File: config.mk
export PLATFORM = sky130hd
export DESIGN_NAME = tpc_seq
export DESIGN_NICKNAME = d
export VERILOG_FILES = /design/src/rtl/tpc_pkg.sv /design/src/rtl/tpc_sync_edge.sv /design/src/rtl/tpc_phase_timer.sv /design/src/rtl/tpc_phase_fsm.sv /design/src/rtl/tpc_strobe_map.sv /design/src/rtl/tpc_seq.sv
export SDC_FILE = /design/constraint.sdc
export NUM_CORES = 1
export LEC_CHECK = 0
export BUFFER_PORTS_ARGS = -buffer_cell sky130_fd_sc_hd__buf_2
export CORE_UTILIZATION = 51
export DETAILED_ROUTE_END_ITERATION = 10
export PLACE_DENSITY = 0.79
export SYNTH_ARGS = -nofsm -noshare
export SYNTH_HDL_FRONTEND = slang
export SYNTH_SLANG_ARGS = --single-unit
File: constraint.sdc
create_clock -name clk -period 7.4 [get_ports clk]
set_clock_uncertainty 0.05 [all_clocks]
set_input_delay 0.37 -clock clk [delete_from_list [all_inputs] [get_ports clk]]
set_output_delay 0.37 -clock clk [all_outputs]
set_load 0.01 [all_outputs]
File: src/rtl/tpc_pkg.sv
package tpc_pkg;

    typedef enum logic [3:0] {
        PH_IDLE,
        PH_APT,
        PH_CV1,
        PH_DLD,
        PH_DST,
        PH_RST,
        PH_SW,
        PH_RH,
        PH_CV2,
        PH_COR,
        PH_LAT
    } phase_e;

    typedef struct packed {
        logic busy;
        logic in_hold;
        logic res_hold;
        logic sw_in;
        logic sw_out;
        logic cv1;
        logic cv2;
        logic dld;
        logic lsb_clr;
        logic corr;
        logic lat;
    } ctl_t;

    // Successor in the fixed conversion order.
    function automatic phase_e next_phase(input phase_e p);
        case (p)
            PH_IDLE: return PH_APT;
            PH_APT:  return PH_CV1;
            PH_CV1:  return PH_DLD;
            PH_DLD:  return PH_DST;
            PH_DST:  return PH_RST;
            PH_RST:  return PH_SW;
            PH_SW:   return PH_RH;
            PH_RH:   return PH_CV2;
            PH_CV2:  return PH_COR;
            PH_COR:  return PH_LAT;
            default: return PH_IDLE;
        endcase
    endfunction

    // Control word driven while a phase is active.
    function automatic ctl_t decode(input phase_e p);
        ctl_t c;
        c = '0;
        c.busy  = (p == PH_IDLE);
        c.sw_in = (p inside {PH_IDLE, PH_APT, PH_CV1, PH_DLD, PH_DST, PH_RST});
        c.sw_out = (p inside {PH_SW, PH_RH, PH_CV2, PH_COR, PH_LAT});
        c.in_hold = (p inside {PH_CV1, PH_DLD, PH_DST, PH_RST, PH_SW});
        c.res_hold = (p inside {PH_RH, PH_CV2, PH_COR, PH_LAT});
        c.cv1 = (p == PH_CV1);
        c.dld = (p == PH_DLD);
        c.lsb_clr = (p inside {PH_DLD, PH_DST, PH_RST});
        c.cv2 = (p == PH_CV2);
        c.corr = (p == PH_COR);
        c.lat = (p == PH_LAT);
        return c;
    endfunction

endpackage

File: src/rtl/tpc_sync_edge.sv
module tpc_sync_edge #(
    parameter int STAGES = 2
) (
    input  logic clk,
    input  logic rst,
    input  logic async_in,
    output logic rise
);
    logic [STAGES-1:0] chain_q;
    logic              prev_q;

    always_ff @(posedge clk) begin
        if (rst) chain_q[0] <= 1'b0;
        else     chain_q[0] <= async_in;
    end

    generate
        for (genvar g = 1; g < STAGES; g++) begin : g_stage
            always_ff @(posedge clk) begin
                if (rst) chain_q[g] <= 1'b0;
                else     chain_q[g] <= chain_q[g-1];
            end
        end
    endgenerate

    always_ff @(posedge clk) begin
        if (rst) prev_q <= 1'b0;
        else     prev_q <= chain_q[STAGES-1];
    end

    assign rise = chain_q[STAGES-1] & ~prev_q;
endmodule

File: src/rtl/tpc_phase_timer.sv
module tpc_phase_timer #(
    parameter int CW = 6
) (
    input  logic          clk,
    input  logic          rst,
    input  logic          load,
    input  logic [CW-1:0] load_val,
    output logic          done
);
    logic [CW-1:0] cnt_q;

    always_ff @(posedge clk) begin
        if (rst)               cnt_q <= '0;
        else if (load)         cnt_q <= load_val;
        else if (cnt_q != '0)  cnt_q <= cnt_q - 1'b1;
    end

    assign done = (cnt_q == '0);
endmodule

File: src/rtl/tpc_phase_fsm.sv
module tpc_phase_fsm
    import tpc_pkg::*;
#(
    parameter int CW           = 6,
    parameter int T_APERTURE   = 2,
    parameter int T_COARSE1    = 4,
    parameter int T_DAC_LOAD   = 1,
    parameter int T_DAC_SETTLE = 5,
    parameter int T_RES_SETTLE = 4,
    parameter int T_SWITCH     = 1,
    parameter int T_RES_HOLD   = 1,
    parameter int T_COARSE2    = 4,
    parameter int T_CORRECT    = 2,
    parameter int T_LATCH      = 1
) (
    input  logic          clk,
    input  logic          rst,
    input  logic          start_rise,
    input  logic          timer_done,
    output logic          adv,
    output logic [CW-1:0] load_val,
    output phase_e        phase_d,
    output logic          err_pulse
);
    phase_e phase_q;
    logic   err_q;

    always_comb begin
        adv     = (phase_q == PH_IDLE) ? start_rise : timer_done;
        phase_d = adv ? next_phase(phase_q) : phase_q;
    end

    // Cycles left after the entry cycle of the phase being entered.
    always_comb begin
        case (phase_d)
            PH_APT:  load_val = CW'(T_APERTURE - 1);
            PH_CV1:  load_val = CW'(T_COARSE1 - 1);
            PH_DLD:  load_val = CW'(T_DAC_LOAD - 1);
            PH_DST:  load_val = CW'(T_DAC_SETTLE - 1);
            PH_RST:  load_val = CW'(T_RES_SETTLE - 1);
            PH_SW:   load_val = CW'(T_SWITCH - 1);
            PH_RH:   load_val = CW'(T_RES_HOLD - 1);
            PH_CV2:  load_val = CW'(T_COARSE2 - 1);
            PH_COR:  load_val = CW'(T_CORRECT - 1);
            PH_LAT:  load_val = CW'(T_LATCH - 1);
            default: load_val = '0;
        endcase
    end

    always_ff @(posedge clk) begin
        if (rst) begin
            phase_q <= PH_IDLE;
            err_q   <= 1'b0;
        end else begin
            phase_q <= phase_d;
            err_q   <= start_rise && (phase_q != PH_IDLE);
        end
    end

    assign err_pulse = err_q;
endmodule

File: src/rtl/tpc_strobe_map.sv
module tpc_strobe_map
    import tpc_pkg::*;
(
    input  logic   clk,
    input  logic   rst,
    input  phase_e phase_d,
    output ctl_t   ctl
);
    // Registered decode keeps the analog-facing strobes glitch free.
    always_ff @(posedge clk) begin
        if (rst) ctl <= decode(PH_IDLE);
        else     ctl <= decode(phase_d);
    end
endmodule

File: src/rtl/tpc_seq.sv
module tpc_seq
    import tpc_pkg::*;
#(
    parameter int SYNC_STAGES  = 2,
    parameter int T_APERTURE   = 2,
    parameter int T_COARSE1    = 4,
    parameter int T_DAC_LOAD   = 1,
    parameter int T_DAC_SETTLE = 5,
    parameter int T_RES_SETTLE = 4,
    parameter int T_SWITCH     = 1,
    parameter int T_RES_HOLD   = 1,
    parameter int T_COARSE2    = 4,
    parameter int T_CORRECT    = 2,
    parameter int T_LATCH      = 1,
    parameter int CONV_BUDGET  = 32
) (
    input  logic clk,
    input  logic rst,
    input  logic conv_start,
    output logic busy,
    output logic in_sh_hold,
    output logic res_sh_hold,
    output logic res_sw_in,
    output logic res_sw_out,
    output logic coarse1_stb,
    output logic coarse2_stb,
    output logic dac_load_stb,
    output logic dac_lsb_clr,
    output logic correct_stb,
    output logic latch_stb,
    output logic start_err
);
    localparam int FIRST_SUM  = T_APERTURE + T_COARSE1 + T_DAC_LOAD + T_DAC_SETTLE + T_RES_SETTLE;
    localparam int SECOND_SUM = T_SWITCH + T_RES_HOLD + T_COARSE2 + T_CORRECT + T_LATCH;
    localparam int TOTAL      = FIRST_SUM + SECOND_SUM;
    localparam int MIN_LEN    = 1;
    localparam int CW         = $clog2(CONV_BUDGET + 1);
    localparam bit LEN_BAD    = (T_APERTURE < MIN_LEN) || (T_COARSE1 < MIN_LEN) ||
                                (T_DAC_LOAD < MIN_LEN) || (T_DAC_SETTLE < MIN_LEN) ||
                                (T_RES_SETTLE < MIN_LEN) || (T_SWITCH < MIN_LEN) ||
                                (T_RES_HOLD < MIN_LEN) || (T_COARSE2 < MIN_LEN) ||
                                (T_CORRECT < MIN_LEN) || (T_LATCH < MIN_LEN);

    // elaboration-time budget check.
    generate
        if (LEN_BAD || (TOTAL > CONV_BUDGET) || (SYNC_STAGES < 2)) begin : g_cfg_bad
            $error("tpc_seq: phase lengths out of range or over the conversion budget");
        end
    endgenerate

    logic          start_rise;
    logic          timer_done;
    logic          adv;
    logic [CW-1:0] load_val;
    phase_e        phase_d;
    logic          err_pulse;
    ctl_t          ctl;

    tpc_sync_edge #(.STAGES(SYNC_STAGES)) u_sync (
        .clk      (clk),
        .rst      (rst),
        .async_in (conv_start),
        .rise     (start_rise)
    );

    tpc_phase_fsm #(
        .CW           (CW),
        .T_APERTURE   (T_APERTURE),
        .T_COARSE1    (T_COARSE1),
        .T_DAC_LOAD   (T_DAC_LOAD),
        .T_DAC_SETTLE (T_DAC_SETTLE),
        .T_RES_SETTLE (T_RES_SETTLE),
        .T_SWITCH     (T_SWITCH),
        .T_RES_HOLD   (T_RES_HOLD),
        .T_COARSE2    (T_COARSE2),
        .T_CORRECT    (T_CORRECT),
        .T_LATCH      (T_LATCH)
    ) u_fsm (
        .clk        (clk),
        .rst        (rst),
        .start_rise (start_rise),
        .timer_done (timer_done),
        .adv        (adv),
        .load_val   (load_val),
        .phase_d    (phase_d),
        .err_pulse  (err_pulse)
    );

    tpc_phase_timer #(.CW(CW)) u_timer (
        .clk      (clk),
        .rst      (rst),
        .load     (adv),
        .load_val (load_val),
        .done     (timer_done)
    );

    tpc_strobe_map u_map (
        .clk     (clk),
        .rst     (rst),
        .phase_d (phase_d),
        .ctl     (ctl)
    );

    assign busy         = ctl.busy;
    assign in_sh_hold   = ctl.in_hold;
    assign res_sh_hold  = ctl.res_hold;
    assign res_sw_in    = ctl.sw_in;
    assign res_sw_out   = ctl.sw_out;
    assign coarse1_stb  = ctl.cv1;
    assign coarse2_stb  = ctl.cv2;
    assign dac_load_stb = ctl.dld;
    assign dac_lsb_clr  = ctl.lsb_clr;
    assign correct_stb  = ctl.corr;
    assign latch_stb    = ctl.lat;
    assign start_err    = err_pulse;
endmodule

==> out/summary.md, run 1 <==
The H-tree generated during clock tree synthesis spans 2 levels. Across the whole layout, storage elements account for 581 µm². The tools report the multi-input gate area in the final layout as 776 µm².

The worst slew margin relative to its limit was 0.384. Entering global routing, the biggest net connects 21 pins. After clock tree synthesis, the clock-pin slew on the worst setup and hold paths is 0.10 ns. The all-layer global routing usage is 0.230. The quantity of hold-fixing buffers added after cts is 0. The final net count is 182, and the slew at the pin closest to its max-slew limit is 0.923 ns. The later pin in the worst-skew pair is clocked with a latency of 0.33 ns.

Once detail routing completed, the nets flagged for antenna violations numbered 0. The run gives 0.407 as the post-synthesis sequential area ratio. The number of antenna violations at the first check in global routing came out at 0. The routed design has 3.07 mm of wire. In the synthesized netlist, the number of instances is 152.

The share of layout cells above drive strength 1 is 0.212. The count of cell instances traversed by the critical path was 9; the first-pass iteration count of the detailed router was 5. The height of the die was 54.9 µm. The layer flagged by global routing as most heavily used is met2. The total overflow left after global routing is 0.

The run gives 0 as the number of endpoints with negative hold slack in the final report. Among cell families on the critical path, the largest total delay comes from simple AND/OR/NAND/NOR gates. The number of slew-limit violations in the final report is 0, and the maximum number of buffers from clock root to sink is 2. The classification of the worst-slack hold path is input port to flop. The run gives 0.423 as the combinational power share.

For this design the total switching power over the nets is 0.213 mW. The relative area change from synthesis to final layout was 10.6%. The clock period could shrink to 2.87 ns. The sequential share of power was 0.370. The critical path goes through nor3_1 > nand2_1 > a221o_1 > inv_2 > ha_1 > inv_1 > nor4_1 > mux2i_1 > a31oi_1.

The netlist area before placement came out at 1430 µm². The largest single stage delay on the critical path is 0.54 ns. The flow ran to the end, and the final reports show no timing, DRC or antenna violations. Counting distinct cell types in the post-synthesis netlist gives 49.

The initial standard-cell utilization of the core was 0.556; the number of buffers and inverters on the critical path was 2. Counting the fill cells in the layout gives 232. The tools report the number of warnings reported in the yosys synthesis log as 0. For the required time of the worst setup path, the log shows 7.60 ns. In the final timing run, aggregate negative setup slack is 0 ns.

For the remaining routing DRC violations, the log shows 0. The cell at the root of the clock tree was sky130_fd_sc_hd__clkbuf_4. The number of nets in the synthesized netlist is 165.

For this run, the top clock speed supported by timing is 0.349 GHz. The switching share of power is 0.400. STA puts the critical path data arrival time at 3.07 ns.

The first routing iteration left 25 violations. Gates resized during post-CTS repair numbered 0. The congestion estimate from routability-driven global placement came to 0.878. For the relative contribution of the clock network to total power, the log shows 0.206. For the met1 track utilization from global routing, the log shows 0.275. Hold is met by 0.200 ns. Clock buffer count from CTS: 5. The total area inside the core boundary comes to 2570 µm². Met2 usage: 0.369. The die covers 3010 µm². The floorplan has 18 rows.

Among all stages on the critical path, the largest delay is contributed by sky130_fd_sc_hd__nor3_1. Setup violations remaining at the end of the flow were counted as 0. Setup repair after global routing left no endpoint under its margin. In this run the worst path has a maximum fanout of 6. The detailed-route vias per instance is 5.93, and the via count of the first global-routing pass is 1119. The kind of end point of the critical path is a flop. CTS saw 29 sinks.

The depth of the worst register-to-register path is 9. The repair_antennas step left the layout with diodes totalling 0. Max-cap violations in this run came to 0.

Dividing the detail-routed wire length by the instance count gives 15.3 µm. The run gives 2.17 mm as the sum of net half-perimeters after detailed placement. STA classifies the critical path startpoint as a flop.

The fraction of met3 tracks used by global routing came out at 0.0765. The utilization of the core after routing was 0.615. TritonCTS built the clock tree.

Counting flops and latches in the post-synthesis netlist gives 29. The number of setup buffers added after CTS was 0. Path type of the worst setup path: flop to flop. The power density over the cells is 337 nW/µm², and the via count is 1185.

The count of cells along the worst hold path came out at 2. Internal power comes to 0.320 mW. The first global-routing pass estimated 4.78 mm of wire. The count of input and output buffers came out at 14. The average size of a mapped cell is 9.39 µm². The boundary pin count is 15, and the maximum vdd drop is 238 µV. The post-route clock period utilization is 0.388, and the leakage dissipation is 0.704 nW. Horizontal extent of the die: 54.9 µm.
-- cell families (layout without fill, tap and decap cells) --
family	Yosys count	after routing	share of synthesized area
simple gates	66	66	0.276
flops	29	29	0.407
compound gates	26	26	0.146
buf+inv	16	34	0.0500
fa+ha+maj	10	10	0.0876
mux	3	3	0.0210
xor+xnor	2	2	0.0123
-- area by class of cell --
type | instances | area share
multi-input combinational | 107 | 0.491
sequential | 29 | 0.368
timing repair buffer | 14 | 0.0444
clock buffer | 7 | 0.0412
inverter | 12 | 0.0285
tap | 30 | 0.0238
clock inverter | 1 | 0.00317
-- Yosys cell counts, drive strengths merged --
cell | count | share of area
o31ai | 3 | 0.016
nor2b | 4 | 0.018
ha | 10 | 0.088
nand2 | 12 | 0.032
xor2 | 1 | 0.0061
buf | 3 | 0.016
a21oi | 5 | 0.018
a211o | 1 | 0.0061
a221oi | 1 | 0.011
or4 | 1 | 0.0079
o32ai | 1 | 0.011
o21ai | 3 | 0.011
nand4 | 2 | 0.0088
and4 | 3 | 0.021
and2b | 1 | 0.0053
a21o | 1 | 0.0053
a221o | 4 | 0.029
o211a | 1 | 0.0070
nand2b | 2 | 0.0088
nor4 | 5 | 0.037
nor2 | 13 | 0.041
xnor2 | 1 | 0.0061
and3 | 1 | 0.0044
nor3 | 15 | 0.063
dfxtp | 29 | 0.41
or3 | 3 | 0.013
clkbuf | 1 | 0.0026
a211oi | 2 | 0.011
mux2i | 3 | 0.021
clkinv | 1 | 0.0026
a31oi | 1 | 0.0044
a32o | 1 | 0.0070
a32oi | 1 | 0.0061
nand3 | 3 | 0.011
a21boi | 1 | 0.0053
inv | 11 | 0.029
nor4b | 1 | 0.0061
-- layer usage --
metal	share of wire	up-vias
met2	0.49	41
met4	0.012	0
met5	0	-
met1	0.45	555
met3	0.052	6
li1	-	583
-- through the flow --
step	cells	worst slack [ns]	total power, mW	instance area, µm²
6_report	200	4.53	0.533	1580
5_1_grt	200	4.45	0.566	1580
4_1_cts	200	4.63	0.528	1580
3_5_place_dp	192	4.66	0.419	1510
3_3_place_gp	192	4.78	0.408	1510
2_1_floorplan	152	4.97	0.371	1430
-- final timing paths --
| check | start | end | slack [ns] |
|---|---|---|---|
| setup / recovery | u_timer.cnt_q[3]$_SDFFE_PP0P_ | u_timer.cnt_q[0]$_SDFFE_PP0P_ | 4.53 |
| setup reg to reg | u_timer.cnt_q[3]$_SDFFE_PP0P_ | u_timer.cnt_q[0]$_SDFFE_PP0P_ | 4.53 |
| hold reg to reg | u_sync.chain_q[0]$_SDFF_PP0_ | u_sync.chain_q[1]$_SDFF_PP0_ | 0.40 |
| hold / removal | conv_start | u_sync.chain_q[0]$_SDFF_PP0_ | 0.20 |
-- power groups by stage --
| stage | Combinational, mW | Clock [mW] | Sequential (mW) |
|---|---|---|---|
| after global placement | 0.209 | 0 | 0.200 |
| final | 0.226 | 0.110 | 0.197 |
| after global routing | 0.247 | 0.119 | 0.200 |
| after floorplan | 0.173 | 0 | 0.198 |
| after CTS | 0.220 | 0.110 | 0.197 |
| after detailed placement | 0.218 | 0 | 0.201 |
-- worst register-to-register path, stage by stage (launching register included) --
cell                      delay [ns]
sky130_fd_sc_hd__dfxtp_1        0.35
sky130_fd_sc_hd__nor3_1         0.54
sky130_fd_sc_hd__nand2_1        0.31
sky130_fd_sc_hd__a221o_1        0.46
sky130_fd_sc_hd__inv_2          0.15
sky130_fd_sc_hd__ha_1           0.26
sky130_fd_sc_hd__inv_1          0.09
sky130_fd_sc_hd__nor4_1         0.28
sky130_fd_sc_hd__mux2i_1        0.11
sky130_fd_sc_hd__a31oi_1        0.19
-- cells in the final DEF (no fill, tap or decap), types with 2 or more instances in the layout --
cell type and n:
sky130_fd_sc_hd__nor2_1 11, sky130_fd_sc_hd__a21oi_1 5, sky130_fd_sc_hd__o21ai_0 2, sky130_fd_sc_hd__a221o_1 3, sky130_fd_sc_hd__clkbuf_8 2, sky130_fd_sc_hd__nor3_1 12, sky130_fd_sc_hd__nor4_1 3, sky130_fd_sc_hd__mux2i_1 3
sky130_fd_sc_hd__inv_1 10, sky130_fd_sc_hd__a211oi_1 2, sky130_fd_sc_hd__clkbuf_4 5, sky130_fd_sc_hd__dfxtp_1 29, sky130_fd_sc_hd__ha_1 10, sky130_fd_sc_hd__buf_2 14, sky130_fd_sc_hd__nand2_1 12, sky130_fd_sc_hd__nand4_1 2
sky130_fd_sc_hd__nor2b_1 4, sky130_fd_sc_hd__nand3_1 3, sky130_fd_sc_hd__nor3_2 3, sky130_fd_sc_hd__or3_1 3, sky130_fd_sc_hd__nand2b_1 2, sky130_fd_sc_hd__o31ai_1 3
No activity file was read; power rests on OpenSTA's default activity.
==> run 2: changes to the inputs <==
--- a/config.mk
+++ b/config.mk
@@ -8,7 +8,7 @@
 export BUFFER_PORTS_ARGS = -buffer_cell sky130_fd_sc_hd__buf_2
 export CORE_UTILIZATION = 51
 export DETAILED_ROUTE_END_ITERATION = 10
-export PLACE_DENSITY = 0.79
+export PLACE_DENSITY = 0.81
 export SYNTH_ARGS = -nofsm -noshare
 export SYNTH_HDL_FRONTEND = slang
 export SYNTH_SLANG_ARGS = --single-unit
==> constraint.sdc (replaced) <==
create_clock -name clk -period 2.6 [get_ports clk]
set_clock_uncertainty 0.05 [all_clocks]
set_input_delay 0.13 -clock clk [delete_from_list [all_inputs] [get_ports clk]]
set_output_delay 0.13 -clock clk [all_outputs]
set_load 0.01 [all_outputs]
==> out/summary.md, run 2 (synthesis gave the netlist of run 1 again) <==
The run finished with clean final reports. The number of antenna violations at the first check in global routing is 0 (unchanged). For the routability congestion estimate, the log shows 0.868 (was 0.878).

The power density over the cells was 936 nW/µm² (was 337 nW/µm²). For the highest attainable clock frequency, the log shows 0.389 GHz (was 0.349 GHz). The count of cells along the worst hold path came out at 2 (unchanged). The startpoint of the most critical hold path was rst (was conv_start). The time the final worst path needs with I/O delays and setup is 2.57 ns (was 2.87 ns), and the depth of the worst register-to-register path is 8 (was 9). The logs give 2.75 ns (was 3.07 ns) for the data arrival at the endpoint of the critical path and 0 ns (unchanged) for the total negative slack for setup checks. Maximum number of pins on one net before global-route repair: 21 (unchanged). The detailed-route vias per instance is 5.88 (was 5.93).

The count of filler cells inserted in the layout is 219 (was 232), and the count of input and output buffers is 14 (unchanged). The kind of end point of the critical path was a flop (unchanged). The path type of the worst setup path is flop to flop (unchanged). The worst slack on hold paths is 0.139 ns (was 0.200 ns).

Utilization of the core after routing: 0.664 (was 0.615). Cell at the root of the clock tree: sky130_fd_sc_hd__clkbuf_4 (unchanged). Smallest setup slack after layout: 0.0289 ns (was 4.53 ns). The classification of the worst-slack hold path was input port to flop (unchanged). Maximum fanout count along the critical path: 5 (was 6).

The required time of the worst setup path is 2.78 ns (was 7.60 ns). The run gives 0 (unchanged) as the number of slew-limit violations in the final report. The post-route cell area was 1710 µm² (was 1580 µm²). The horizontal extent of the die was 54.9 µm (unchanged); the wire length of the first global-routing pass was 4.92 mm (was 4.78 mm).

The share of layout cells above drive strength 1 works out to 0.317 (was 0.212). Terminating pin of the worst hold path: u_fsm.phase_q[1]$_SDFF_PP0_ (was u_sync.chain_q[0]$_SDFF_PP0_). The tools report the non-filler instance count after layout as 213 (was 200). The worst slew margin relative to its limit came out at 0.488 (was 0.384). The maximum number of buffers from clock root to sink was 2 (unchanged); the number of placed instances with taps included was 196 (was 192). Clock buffer count from CTS: 5 (unchanged). The run gives 0 (unchanged) as the antenna violation net count after detailed routing.

The most common library cell in the layout ignoring fill and taps was sky130_fd_sc_hd__dfxtp_1 (unchanged). The run gives 4 (was 5) as the first-pass iteration count of the detailed router. The height of the die is 54.9 µm (unchanged). The nature of the critical path startpoint was a flop (unchanged). The power after layout is 1.60 mW (was 0.533 mW), and the overall routed net length is 3.38 mm (was 3.07 mm). The all-layer global routing usage came out at 0.241 (was 0.230).

The count of endpoints failing setup in the final report is 0 (unchanged). The number of sinks on the clock net was 29 (unchanged); the die outline area was 3010 µm² (unchanged). For the total number of placement rows, the log shows 18 (unchanged). The reg2reg setup slack is 0.03 ns (was 4.53 ns). TritonCTS built the clock tree. Area of the core: 2570 µm² (unchanged).

The H-tree depth is 2 (unchanged). Post-route clock period utilization: 0.989 (was 0.388). The critical path's largest stage delay came out at 0.59 ns (was 0.54 ns). Setup repair after global routing could not meet its margin everywhere. The detail-routed net length per standard cell is 15.9 µm (was 15.3 µm). The maximum vdd drop is 644 µV (was 238 µV). Startpoint of the most critical register-to-register path: u_fsm.phase_q[3]$_SDFF_PP0_ (was u_timer.cnt_q[3]$_SDFFE_PP0P_). The instance area after placement was 1540 µm² (was 1510 µm²).

The tools report the max-cap check violation count as 0 (unchanged). The boundary pin count was 15 (unchanged). The run gives 43 (was 25) as the number of DRC violations after detailed-routing iteration 0.

The remaining routing DRC violations is 0 (unchanged). The final net count came out at 195 (was 182). The reg-to-reg critical path endpoint was u_map.ctl[6]$_SDFF_PP0_ (was u_timer.cnt_q[0]$_SDFFE_PP0P_). The worst setup slack before clock tree synthesis is -0.0115 ns (was 4.66 ns), and the leftover overflow at the end of global routing is 0 (unchanged). For the number of endpoints with negative hold slack in the final report, the log shows 0 (unchanged). For the number of antenna diodes, the log shows 0 (unchanged). For the sum of net half-perimeters after detailed placement, the log shows 2.27 mm (was 2.17 mm). The initial standard-cell utilization of the core was 0.556 (unchanged); the slew at the pin closest to its max-slew limit was 0.764 ns (was 0.923 ns). Via count of the first global-routing pass: 1063 (was 1119). The leakage dissipation was 0.763 nW (was 0.704 nW); the insertion delay to the later sink of the worst-skew pair was 0.34 ns (was 0.33 ns).

The via count is 1252 (was 1185). The relative area change from synthesis to final layout works out to 19.5% (was 10.6%). Worst path cell trace: or4_4 > nor2_4 > a221o_1 > inv_2 > ha_1 > nor3_2 > nor2_1 > a211o_1 (was nor3_1 > nand2_1 > a221o_1 > inv_2 > ha_1 > inv_1 > nor4_1 > mux2i_1 > a31oi_1).

Commonest cells after routing, fill and taps aside: 27 x sky130_fd_sc_hd__dfxtp_1, 14 x sky130_fd_sc_hd__buf_2, 12 x sky130_fd_sc_hd__buf_4 (was 29 x sky130_fd_sc_hd__dfxtp_1, 14 x sky130_fd_sc_hd__buf_2, 12 x sky130_fd_sc_hd__nor3_1, 12 x sky130_fd_sc_hd__nand2_1, 11 x sky130_fd_sc_hd__nor2_1). Clock-pin transition on the worst setup and hold timing paths: 0.09 ns (was 0.10 ns). The slowest cell on the critical path was sky130_fd_sc_hd__or4_4 (was sky130_fd_sc_hd__nor3_1).
-- run 2: cell types whose count changed in the layout (fill, tap and decap cells not counted), moves of 2 or more --
| cell | delta |
|---|---|
| sky130_fd_sc_hd__buf_4 | +12 |
| sky130_fd_sc_hd__clkbuf_8 | -2 |
| sky130_fd_sc_hd__dfxtp_1 | -2 |
| sky130_fd_sc_hd__dfxtp_2 | +2 |
| sky130_fd_sc_hd__ha_1 | -2 |
| sky130_fd_sc_hd__nor3_1 | -2 |
| sky130_fd_sc_hd__nor3_2 | +2 |
-- run 2: how the worst max path moves through the flow --
| stage | depth (start not counted) | slack [ns] | endpoint | from |
|---|---|---|---|---|
| final | 8 | 0.03 | u_map.ctl[6]$_SDFF_PP0_ | u_fsm.phase_q[3]$_SDFF_PP0_ |
| after global routing | 8 | -0.06 | u_timer.cnt_q[0]$_SDFFE_PP0P_ | u_fsm.phase_q[3]$_SDFF_PP0_ |
| after floorplan | 9 | 0.17 | u_timer.cnt_q[0]$_SDFFE_PP0P_ | u_fsm.phase_q[2]$_SDFF_PP0_ |
| after global placement | 9 | 0.14 | u_timer.cnt_q[0]$_SDFFE_PP0P_ | u_fsm.phase_q[3]$_SDFF_PP0_ |
| after detailed placement | 11 | -0.01 | u_timer.cnt_q[0]$_SDFFE_PP0P_ | u_timer.cnt_q[0]$_SDFFE_PP0P_ |
| after CTS | 11 | 0.003 | u_timer.cnt_q[0]$_SDFFE_PP0P_ | u_timer.cnt_q[0]$_SDFFE_PP0P_ |
-- run 2: what timing repair did --
item / CTS / global route
endpoints found under the hold margin: 1 / 0
hold buffers: 1 / 0
gates resized for setup: 1 / 12
setup endpoints to repair: 1 / 2
cloned: 0 / 0
setup buffers: 1 / 7
pin swaps: 1 / 4
-- run 2: area by class of cell --
type                            instances  area (µm²)  share of cell area
Inverter                               12        45.0              0.0264
Clock buffer                            6        41.3              0.0242
Timing Repair Buffer                   27         170              0.0998
Tap cell                               30        37.5              0.0220
Multi-Input combinational cell        107         818               0.480
Clock inverter                          2        10.0             0.00587
Sequential cell                        29         583               0.342
-- run 2: report_power, final --
part           total (mW)  internal (mW)  switching (mW)
Combinational       0.763          0.329           0.434
Clock               0.263          0.103           0.161
Sequential          0.569          0.511          0.0582
-- run 2: routing by layer --
layer	wire (µm)	share of wire	track usage	vias to the layer above
met4	109	0.032	0.129	0
met3	191	0.056	0.0820	11
met2	1650	0.49	0.373	47
li1	-	-	-	613
met1	1440	0.42	0.293	581
met5	0	0	0	-
-- run 2: critical path: cells and delay by family, from the launching register on --
family,cells,cell delay (ns)
buffers and inverters,1,0.10
flip-flops,1,0.35
AO/OA/AOI/OAI,2,0.68
AND/OR/NAND/NOR,4,1.03
adder cells (fa/ha/maj),1,0.25
==> run 3: changes to the inputs <==
==> constraint.sdc (replaced) <==
create_clock -name clk -period 2.2 [get_ports clk]
set_clock_uncertainty 0.05 [all_clocks]
set_input_delay 0.11 -clock clk [delete_from_list [all_inputs] [get_ports clk]]
set_output_delay 0.11 -clock clk [all_outputs]
set_load 0.01 [all_outputs]
==> out/summary.md, run 3 (synthesis gave the netlist of run 1 again) <==
For the die outline area, the log shows 3010 µm² (unchanged). The run gives 1780 µm² (was 1540 µm²) as the instance area after placement. The most common library cell in the layout ignoring fill and taps is sky130_fd_sc_hd__buf_4 (was sky130_fd_sc_hd__dfxtp_1).

The highest attainable clock frequency was 0.423 GHz (was 0.389 GHz); the maximum fanout count along the critical path was 5 (unchanged). The tools report the leftover overflow at the end of global routing as 0 (unchanged). The total number of placement rows is 18 (unchanged), and the clock-pin transition on the worst setup and hold timing paths is 0.10 ns (was 0.09 ns). The number of endpoints with negative hold slack in the final report is 0 (unchanged), and the remaining routing DRC violations is 0 (unchanged).

The time the final worst path needs with I/O delays and setup is 2.36 ns (was 2.57 ns), and the via count of the first global-routing pass is 1353 (was 1063). The post-route cell area was 2040 µm² (was 1710 µm²). The detailed-route vias per instance works out to 5.88 (about the same). Nature of the critical path startpoint: a flop (unchanged). The combinational power share was 0.554 (was 0.478). The logs give 162 (was 219) for the count of filler cells inserted in the layout and 0.34 ns (about the same) for the insertion delay to the later sink of the worst-skew pair. The worst setup slack before clock tree synthesis was -0.182 ns (was -0.0115 ns); the share of layout cells above drive strength 1 was 0.490 (was 0.317). The cell at the root of the clock tree is sky130_fd_sc_hd__clkbuf_4 (unchanged). The run gives 2.41 ns (was 2.78 ns) as the required time of the worst setup path. The final reports fail on setup timing.

The antenna violation net count after detailed routing is 0 (unchanged), and the number of placed instances with taps included is 221 (was 196). Maximum number of pins on one net before global-route repair: 21 (unchanged). Smallest setup slack after layout: -0.163 ns (was 0.0289 ns). Kind of end point of the critical path: a flop (unchanged). The number of slew-limit violations in the final report came out at 0 (unchanged). The logs give 29 (unchanged) for the number of sinks on the clock net and 2.57 ns (was 2.75 ns) for the data arrival at the endpoint of the critical path.

The logs give 0.286 (was 0.357) for the sequential share of power and 2570 µm² (unchanged) for the area of the core. The sum of net half-perimeters after detailed placement was 2.60 mm (was 2.27 mm). The switching share of power came out at 0.395 (was 0.409).

The tools report the wire length of the first global-routing pass as 6.44 mm (was 4.92 mm). The design internal power came out at 1.41 mW (was 0.943 mW). The H-tree depth is 2 (unchanged), and the first-pass iteration count of the detailed router is 4 (unchanged). Commonest cells after routing, fill and taps aside: 37 x sky130_fd_sc_hd__buf_4, 26 x sky130_fd_sc_hd__dfxtp_1, 14 x sky130_fd_sc_hd__buf_2 (was 27 x sky130_fd_sc_hd__dfxtp_1, 14 x sky130_fd_sc_hd__buf_2, 12 x sky130_fd_sc_hd__buf_4).

The height of the die was 54.9 µm (unchanged). The relative contribution of the clock network to total power is 0.160 (was 0.165). The clock buffer count from CTS was 5 (unchanged). The maximum vdd drop is 945 µV (was 644 µV). The detail-routed net length per standard cell came out at 18.2 µm (was 15.9 µm).

The logs give 0.556 (unchanged) for the initial standard-cell utilization of the core and 56 (was 43) for the number of DRC violations after detailed-routing iteration 0. For the all-layer global routing usage, the log shows 0.320 (was 0.241). Setup repair after global routing could not meet its margin everywhere.

Path type of the worst setup path: flop to flop (unchanged). The logs give 0 (unchanged) for the number of antenna violations at the first check in global routing and 4.33 mm (was 3.38 mm) for the overall routed net length. The non-filler instance count after layout came out at 238 (was 213).

The tools report the via count as 1399 (was 1252). The classification of the worst-slack hold path is input port to flop (unchanged). The number of antenna diodes was 0 (unchanged). The leakage dissipation was 0.919 nW (was 0.763 nW). Max-cap check violation count: 0 (unchanged). TritonCTS built the clock tree. The power density over the cells is 1140 nW/µm² (was 936 nW/µm²), and the slew at the pin closest to its max-slew limit is 0.644 ns (was 0.764 ns). The count of input and output buffers is 14 (unchanged), and the final net count is 220 (was 195). Post-route clock period utilization: 1.07 (was 0.989). The run finished, with violations left.

The routability congestion estimate is 0.868 (unchanged). For the maximum number of buffers from clock root to sink, the log shows 2 (unchanged). The count of endpoints failing setup in the final report is 11 (was 0). The horizontal extent of the die was 54.9 µm (unchanged); the relative area change from synthesis to final layout was 43.0% (was 19.5%). Worst slack on hold paths: 0.152 ns (was 0.139 ns). The net switching power was 0.922 mW (was 0.653 mW); the reg2reg setup slack was -0.16 ns (was 0.03 ns).

The worst slew margin relative to its limit came out at 0.567 (was 0.488). The tools report the boundary pin count as 15 (unchanged).
-- run 3: cell types whose count changed in the layout (fill, tap and decap cells not counted), moves of 3 or more --
| cell | delta |
|---|---|
| sky130_fd_sc_hd__buf_4 | +25 |
| sky130_fd_sc_hd__ha_4 | +3 |
| sky130_fd_sc_hd__inv_1 | -4 |
| sky130_fd_sc_hd__ha_1 | -4 |
-- run 3: metal layers --
| layer | up-vias | GRT usage | share of wire |
|---|---|---|---|
| met5 | - | 0 | 0 |
| met4 | 0 | 0.196 | 0.054 |
| met3 | 25 | 0.120 | 0.049 |
| met2 | 57 | 0.520 | 0.50 |
| met1 | 653 | 0.352 | 0.40 |
| li1 | 664 | - | - |
-- run 3: power by group through the flow --
stage,sequential [mW],clock (mW),combinational [mW]
3_5_place_dp,0.673,0,1.07
4_1_cts,0.663,0.375,1.20
3_3_place_gp,0.667,0,1.01
5_1_grt,0.680,0.404,1.39
2_1_floorplan,0.665,0,0.629
6_report,0.667,0.374,1.29
-- run 3: final cells by class --
| class | count | area [µm²] | area share |
|---|---|---|---|
| multi-input combinational | 107 | 940 | 0.460 |
| sequential | 29 | 584 | 0.286 |
| timing repair buffer | 52 | 358 | 0.175 |
| tap | 30 | 37.5 | 0.0184 |
| clock buffer | 7 | 65.1 | 0.0319 |
| inverter | 12 | 52.6 | 0.0257 |
| clock inverter | 1 | 5.00 | 0.00245 |
-- run 3: through the flow --
step                power [mW]  TNS (ns)  utilization
CTS                       2.24    -0.887        0.775
finish                    2.33     -1.12        0.795
floorplan                 1.29    -0.328            -
detailed placement        1.74     -1.38        0.693
global placement          1.68    -0.538        0.693
global route              2.48     -1.96        0.795
-- run 3: path summary, 6_finish.rpt --
| kind | startpoint | to | depth (start not counted) |
|---|---|---|---|
| setup / recovery | u_fsm.phase_q[0]$_SDFF_PP0_ | u_timer.cnt_q[1]$_SDFFE_PP0P_ | 8 |
| hold / removal | rst | u_fsm.phase_q[3]$_SDFF_PP0_ | 2 |
| setup reg to reg | u_fsm.phase_q[0]$_SDFF_PP0_ | u_timer.cnt_q[1]$_SDFFE_PP0P_ | 8 |
| hold reg to reg | u_sync.chain_q[0]$_SDFF_PP0_ | u_sync.chain_q[1]$_SDFF_PP0_ | 1 |
-- run 3: critical path: stages (launching register included) --
cell                      delay, ns
sky130_fd_sc_hd__dfxtp_1       0.32
sky130_fd_sc_hd__or4_4         0.57
sky130_fd_sc_hd__and4_4        0.20
sky130_fd_sc_hd__a221o_2       0.41
sky130_fd_sc_hd__inv_4         0.13
sky130_fd_sc_hd__ha_2          0.21
sky130_fd_sc_hd__o211a_1       0.19
sky130_fd_sc_hd__a32oi_2       0.13
sky130_fd_sc_hd__o31ai_1       0.09
-- run 3: timing repair --
action / 4_1_cts / 5_1_grt
setup endpoints to repair: 15 / 15
pin swaps: 11 / 5
hold buffers: 1 / 0
resized for setup: 21 / 11
buffers inserted: 7 / 1
hold endpoints to repair: 1 / 0
